### config.mk
export PLATFORM = sky130hd
export DESIGN_NAME = planar_wmask
export DESIGN_NICKNAME = d
export VERILOG_FILES = /design/src/rtl/pwm_pkg.sv /design/src/rtl/pwm_ctl_regs.sv /design/src/rtl/pwm_latch_bank.sv /design/src/rtl/pwm_plane_merge.sv /design/src/rtl/planar_wmask.sv
export SDC_FILE = /design/constraint.sdc
export NUM_CORES = 1
export LEC_CHECK = 0
export ABC_AREA = 1
export BUFFER_PORTS_ARGS = -buffer_cell sky130_fd_sc_hd__buf_2
export CORE_ASPECT_RATIO = 0.5
export CORE_UTILIZATION = 45
export DETAILED_ROUTE_END_ITERATION = 16
export PLACE_DENSITY = 0.85
export RECOVER_POWER = 25
export SKIP_LAST_GASP = 1
export SYNTH_ARGS = -nofsm -noshare
export SYNTH_HDL_FRONTEND = slang
export SYNTH_SLANG_ARGS = --single-unit
### constraint.sdc
create_clock -name clk -period 4.1 [get_ports clk]
set_clock_uncertainty 0.15 [all_clocks]
set_input_delay 0.82 -clock clk [delete_from_list [all_inputs] [get_ports clk]]
set_output_delay 0.82 -clock clk [all_outputs]
set_load 0.05 [all_outputs]
### src/rtl/pwm_pkg.sv
package pwm_pkg;
  localparam int unsigned PWM_PLANES   = 4;
  localparam int unsigned PWM_BYTE_W   = 8;
  localparam int unsigned PWM_IDX_W    = 8;
  localparam logic [7:0]  PWM_MASK_IDX = 8'h08;
endpackage

### src/rtl/pwm_ctl_regs.sv
module pwm_ctl_regs #(
  parameter int unsigned BYTE_W   = 8,
  parameter int unsigned IDX_W    = 8,
  parameter logic [IDX_W-1:0] MASK_IDX = 8'h08
) (
  input  logic              clk,
  input  logic              rst_n,
  input  logic              idx_we,
  input  logic [IDX_W-1:0]  idx_wdata,
  input  logic              dat_we,
  input  logic [BYTE_W-1:0] dat_wdata,
  output logic [BYTE_W-1:0] dat_rdata,
  output logic [BYTE_W-1:0] mask
);
  logic [IDX_W-1:0]  index_q;
  logic [BYTE_W-1:0] mask_q;
  logic              mask_hit;

  assign mask_hit = dat_we && (index_q == MASK_IDX);

  always_ff @(posedge clk) begin
    if (!rst_n) index_q <= '0;
    else if (idx_we) index_q <= idx_wdata;
  end

  // mask carries no reset value by design
  always_ff @(posedge clk) begin
    if (mask_hit) mask_q <= dat_wdata;
  end

  always_comb begin
    dat_rdata = '0;
    if (index_q == MASK_IDX) dat_rdata = mask_q;
  end

  assign mask = mask_q;

  p_mask_update_r2: assert property (@(posedge clk) disable iff (!rst_n)
    mask_hit |=> (mask == $past(dat_wdata)));
  p_mask_hold_r2: assert property (@(posedge clk) disable iff (!rst_n)
    (!mask_hit && $past(rst_n)) |=> $stable(mask));
  p_rd_after_wr_r1: assert property (@(posedge clk) disable iff (!rst_n)
    (mask_hit && !idx_we) |=> (dat_rdata == $past(dat_wdata)));
endmodule

### src/rtl/pwm_latch_bank.sv
module pwm_latch_bank #(
  parameter int unsigned PLANES = 4,
  parameter int unsigned BYTE_W = 8
) (
  input  logic                     clk,
  input  logic                     rst_n,
  input  logic                     ld_valid,
  input  logic [PLANES*BYTE_W-1:0] ld_data,
  output logic [PLANES*BYTE_W-1:0] latch_q
);
  for (genvar p = 0; p < PLANES; p++) begin : g_plane
    always_ff @(posedge clk) begin
      if (!rst_n) latch_q[p*BYTE_W +: BYTE_W] <= '0;
      else if (ld_valid) latch_q[p*BYTE_W +: BYTE_W] <= ld_data[p*BYTE_W +: BYTE_W];
    end
  end

  p_latch_load_r3: assert property (@(posedge clk) disable iff (!rst_n)
    ld_valid |=> (latch_q == $past(ld_data)));
  p_latch_hold_r5: assert property (@(posedge clk) disable iff (!rst_n)
    !ld_valid |=> $stable(latch_q));
endmodule

### src/rtl/pwm_plane_merge.sv
module pwm_plane_merge #(
  parameter int unsigned BYTE_W = 8
) (
  input  logic [BYTE_W-1:0] new_byte,
  input  logic [BYTE_W-1:0] old_byte,
  input  logic [BYTE_W-1:0] mask,
  output logic [BYTE_W-1:0] merged
);
  assign merged = (new_byte & mask) | (old_byte & ~mask);
endmodule

### src/rtl/planar_wmask.sv
module planar_wmask
  import pwm_pkg::*;
#(
  parameter int unsigned PLANES = PWM_PLANES,
  parameter int unsigned BYTE_W = PWM_BYTE_W,
  parameter int unsigned IDX_W  = PWM_IDX_W
) (
  input  logic                     clk,
  input  logic                     rst_n,
  input  logic                     idx_we,
  input  logic [IDX_W-1:0]         idx_wdata,
  input  logic                     dat_we,
  input  logic [BYTE_W-1:0]        dat_wdata,
  output logic [BYTE_W-1:0]        dat_rdata,
  input  logic                     ld_valid,
  input  logic [PLANES*BYTE_W-1:0] ld_data,
  input  logic                     in_valid,
  output logic                     in_ready,
  input  logic [PLANES*BYTE_W-1:0] in_data,
  input  logic [PLANES-1:0]        in_plane_en,
  output logic                     out_valid,
  input  logic                     out_ready,
  output logic [PLANES*BYTE_W-1:0] out_data,
  output logic [PLANES-1:0]        out_plane_en
);
  localparam int unsigned BUS_W = PLANES * BYTE_W;

  logic [BYTE_W-1:0] mask;
  logic [BUS_W-1:0]  latch_q;

  pwm_ctl_regs #(.BYTE_W(BYTE_W), .IDX_W(IDX_W), .MASK_IDX(IDX_W'(PWM_MASK_IDX))) u_regs (
    .clk(clk), .rst_n(rst_n),
    .idx_we(idx_we), .idx_wdata(idx_wdata),
    .dat_we(dat_we), .dat_wdata(dat_wdata),
    .dat_rdata(dat_rdata), .mask(mask)
  );

  pwm_latch_bank #(.PLANES(PLANES), .BYTE_W(BYTE_W)) u_latch (
    .clk(clk), .rst_n(rst_n),
    .ld_valid(ld_valid), .ld_data(ld_data), .latch_q(latch_q)
  );

  for (genvar p = 0; p < PLANES; p++) begin : g_merge
    pwm_plane_merge #(.BYTE_W(BYTE_W)) u_merge (
      .new_byte(in_data[p*BYTE_W +: BYTE_W]),
      .old_byte(latch_q[p*BYTE_W +: BYTE_W]),
      .mask(mask),
      .merged(out_data[p*BYTE_W +: BYTE_W])
    );
  end

  assign out_valid    = in_valid;
  assign in_ready     = out_ready;
  assign out_plane_en = in_plane_en;

  p_merge_new_r4: assert property (@(posedge clk) disable iff (!rst_n)
    out_valid |-> (((out_data ^ in_data) & {PLANES{mask}}) == '0));
  p_merge_old_r4: assert property (@(posedge clk) disable iff (!rst_n)
    out_valid |-> (((out_data ^ latch_q) & ~{PLANES{mask}}) == '0));
endmodule

# Word-level counts from Yosys, hierarchy flattened
# Cells that the tools add are included.
[word_totals]
reg_bits = 48
inputBits = 91
output_inout_bits = 46
[op_classes]
n_eq_ne = 1
muxes = 1
n_bitwise = 13
reduce_logical = 1
[ops]
columns = ["op", "count"]
rows = [
  ["$and 8x8->8", 8],
  ["$or 8x8->8", 4],
  ["$eq 8x4->1 const B", 1],
  ["$mux 8", 1],
  ["$not 8->8", 1],
  ["$logic_and 1x1->1", 1],
]

# Depth between registers and ports, before layout
[logic_depth]
word_depth = 3
mapped_depth = 5
ltp_nobuf = 5

# Hierarchy
# From an unflattened synthesis, not the netlist that was laid out.
[unflattened]
cells_unflattened = 403
area_unflattened_um2 = 2477.4
[by_module_without_submodules]
columns = ["mod", "instances", "cells_each", "area_per_inst_um2", "seq_area_each_um2"]
rows = [
  ["pwm_latch_bank", 1, 202, 1335.0, 640.6],
  ["pwm_ctl_regs", 1, 67, 616.8, 400.4],
  ["pwm_plane_merge", 4, 32, 120.1, 0.0],
  ["planar_wmask", 1, 6, 45.0, 0.0],
]

# Least setup slack after synthesis
# No wires, ideal clock.
[synth_path]
path_type = "flip-flop to output port"
startpoint = "reg u_regs.mask_q[0], in the netlist u_regs.mask[0]"
endpoint = "out out_data[24]"
t_arrival_ns = 1.556
required_ns = 3.130
slack_ns = 1.574
stages_incl_launch_ff = 2
cell_sequence = "edfxtp_1 > o21ai_0"
[synth_between]
elab_chain_len = 3
word_cells_on_any_way = 4
[synth_rtl]
columns = ["item", "line", "source"]
rows = [
  ["start, declared", "pwm_ctl_regs.sv:16", "logic [BYTE_W-1:0] mask_q;"],
  ["start signal, assigned", "pwm_ctl_regs.sv:28", "if (mask_hit) mask_q <= dat_wdata;"],
  ["$not 8->8", "pwm_plane_merge.sv:9", "assign merged = (new_byte & mask) | (old_byte & ~mask);"],
  ["$and 8x8->8", "pwm_plane_merge.sv:9", ""],
  ["$or 8x8->8 (*)", "pwm_plane_merge.sv:9", ""],
  ["end, declared", "planar_wmask.sv:23", "output logic [PLANES*BYTE_W-1:0] out_data,"],
]
# Every way passes the cells marked *; elsewhere a longest branch is shown, timed or not.

# Worst setup path after layout
[layout_path]
startpoint = "reg u_regs.index_q[4]"
endpoint = "out dat_rdata[1]"
[layout_between]
elab_chain_len = 2
[layout_rtl]
columns = ["item", "line", "source"]
rows = [
  ["start, declared", "pwm_ctl_regs.sv:15", "logic [IDX_W-1:0] index_q;"],
  ["start signal, assigned", "pwm_ctl_regs.sv:23", "else if (idx_we) index_q <= idx_wdata;"],
  ["$eq 8x4->1", "pwm_ctl_regs.sv:33", "if (index_q == MASK_IDX) dat_rdata = mask_q;"],
  ["$mux 8", "pwm_ctl_regs.sv:33", ""],
  ["end, declared", "planar_wmask.sv:14", "output logic [BYTE_W-1:0] dat_rdata,"],
]
# Every way passes these cells.

==> impl_metrics.tcl <==
set metrics [dict create \
    antenna_cells 0 \
    p_int_uw 754.4 \
    fp.coreArea_sq_um 4446 \
    wl_um 5150 \
    synth_top_family_by_area "simple AND/OR/NAND/NOR gates" \
    clk_pin_slew_worst_paths_ns 0.09 \
    fin_cells 473 \
    path_class "reg -> out" \
    syn_nets 392 \
    insertion_delay_ns 0.30 \
    final_net_count 506 \
    ys_warn_count 0 \
    fin_ws_ns 1.554 \
    place_ws_ns 1.834 \
    yosysSeqAreaShare_pct 49.32 \
    arrival_ns 1.58 \
    routed_via_density 4.588 \
    die_x_um 98.86 \
    timing.final.crit_share_pct 62.10 \
    p_clk_share_pct 32.6 \
    max_freq_ghz 0.3927 \
    cts_buffers 5 \
    clock-root-buffer "clkbuf_8" \
    clock_sinks 48 \
    report.final.slew_viol_count 0 \
    first_pass_iters 4 \
    p_per_area_nw_per_um2 375.4 \
    grt_overflow 0 \
    grt_pass1_vias 1849 \
    grt_max_degree 41 \
    synthCells 301 \
    clock_path_buffers 2 \
    drc 0 \
    routedWlPerCell_um 10.89 \
    setup_viol 0 \
    h-tree-depth 2 \
    rsz0062_at_grt "false" \
    die-area_sq_um 4985 \
    power_switching_uw 300.5 \
    hold_violations 0 \
    hold_class "reg -> reg" \
    ir_drop_mv 0.2063 \
    max_slew_margin_pct 6.428 \
    tightest_slew_ns 1.404 \
    outcome "finished clean" \
    cts.repair.resized 0 \
    crit_required_ns 3.13 \
    hold_buffers 0 \
    fillers 432 \
    drive_above_1_share_pct 31.73 \
    grtUsageTotal_pct 21.43 \
    synth_adder_area_share_pct 0 \
    ys_ff_latch 48 \
    synthDistinctLibCells 13 \
    rows 17 \
    synth_compound_area_share_pct 14.46 \
    p_comb_share_pct 18.3 \
    vias 2170 \
    syn_area_sq_um 2111 \
    cp_max_fo 9 \
    io_pins 137 \
    antenna_found_initial 0 \
    port_buffers 124 \
    die_h_um 50.43 \
    max_cap_violations 0 \
    syn_avg_cell_area_sq_um 7.013 \
    synthToLayoutAreaGrowth_pct 33.14 \
    cts_tree "built" \
    p_leak_nw 1.533 \
    ant_nets 0 \
    drt-initial-drc-count 35 \
    tns_ns 0 \
    start_kind "flip-flop" \
    grt_pass1_wl_um 8424 \
    p_seq_share_pct 49.2 \
    synthXorXnorAreaFrac_pct 0 \
    synthSimpleGateAreaFrac_pct 26.67 \
    post_cts_buffers 0 \
    hpwl_um 3835 \
    end_kind "output pin" \
    min_period_ns 2.546 \
    initial_core_util_pct 47.48 \
    gp_congestion 0.7439 \
    switching_share_pct 28.49 \
    synth.area.mux_share_pct 0 \
    dp_cells 465 \
]
[placed cells by master (no fill, tap or decap)]
master	Yosys	final
inv_1	24	24
edfxtp_1	8	8
a21oi_1	14	14
clkbuf_8	0	5
bufinv_16	0	1
nand2_1	87	87
clkinv_4	0	2
nor2_1	63	63
o21ai_0	47	47
buf_2	3	123
clkbuf_1	4	1
dfxtp_1	40	40
inv_2	1	1
[Yosys cell counts]
master,count,area (sq um)
buf_2,3,15.01
nand2_1,87,326.6
nor2_1,63,236.5
o21ai_0,47,235.2
buf_6,2,22.52
a21oi_1,14,70.07
edfxtp_1,8,240.2
inv_1,24,90.09
inv_2,1,3.750
dfxtp_1,40,800.8
buf_4,6,45.04
clkbuf_1,4,15.01
clkbuf_2,2,10.01
[worst paths after layout]
path,slack (ns),to,cells past startpoint,startpoint
setup / recovery,1.55,dat_rdata[1],6,u_regs.index_q[4]$_SDFFE_PN0P_
hold / removal,0.31,u_regs.index_q[5]$_SDFFE_PN0P_,2,u_regs.index_q[5]$_SDFFE_PN0P_
hold reg to reg,0.31,u_regs.index_q[5]$_SDFFE_PN0P_,2,u_regs.index_q[5]$_SDFFE_PN0P_
setup reg to reg,2.16,u_regs.mask[0]$_DFFE_PP_,5,u_regs.index_q[4]$_SDFFE_PN0P_
[final cells by class]
class                      instances  area, sq um  share of cell area (%)
clock buffer                       5        68.82                   2.449
clock inverter                     3        47.55                   1.692
inverter                          25        93.84                   3.339
multi-input combinational        211        868.3                   30.90
sequential                        48         1041                   37.04
tap                               57        71.32                   2.538
timing repair buffer             124        619.3                   22.04
[critical path, cell delays in order, from the launching register on]
cell and delay (ns):
dfxtp_1 0.31, inv_1 0.06, nand2_1 0.05, nor2_1 0.10, nand2_1 0.27, nor2_1 0.20, buf_2 0.29
[state kept, by name, indices dropped and copies added, names as in the netlist]
register         flops
u_regs.mask          8
u_regs.index_q       8
u_latch.latch_q     32
[power groups by stage]
stage | clock network (mW) | registers [mW] | logic, mW
6_report | 0.343 | 0.519 | 0.193
5_1_grt | 0.373 | 0.522 | 0.211
4_1_cts | 0.351 | 0.519 | 0.194
3_5_place_dp | 0 | 0.529 | 0.194
3_3_place_gp | 0 | 0.529 | 0.190
2_1_floorplan | 0 | 0.526 | 0.146
[per-stage QoR]
step	area (sq um)	hold WS (ns)	utilization, %	power, mW
floorplan	2111	0.2745	-	0.6712
global placement	2695	0.2960	60.62	0.7191
detailed placement	2695	0.3000	60.62	0.7230
CTS	2811	0.3137	63.24	1.063
global route	2810	0.3336	63.21	1.106
finish	2810	0.3098	63.21	1.055
[cells by family (layout without fill, tap and decap cells)]
logic type | count (synthesis) | count (layout)
AO/OA/AOI/OAI | 61 | 61
AND/OR/NAND/NOR | 150 | 150
buffers and inverters | 42 | 157
flip-flops | 48 | 48
[layer usage]
layer / wire, um / part of all wire (%) / up-vias / GRT usage (%)
li1: - / - / 1163 / -
met1: 2295 / 45 / 960 / 26.00
met2: 2567 / 50 / 45 / 39.39
met3: 266 / 5.2 / 2 / 4.178
met4: 21 / 0.41 / 0 / 5.721
met5: 0 / 0 / - / 0
Note: power is estimated with default switching activity, not from simulation.
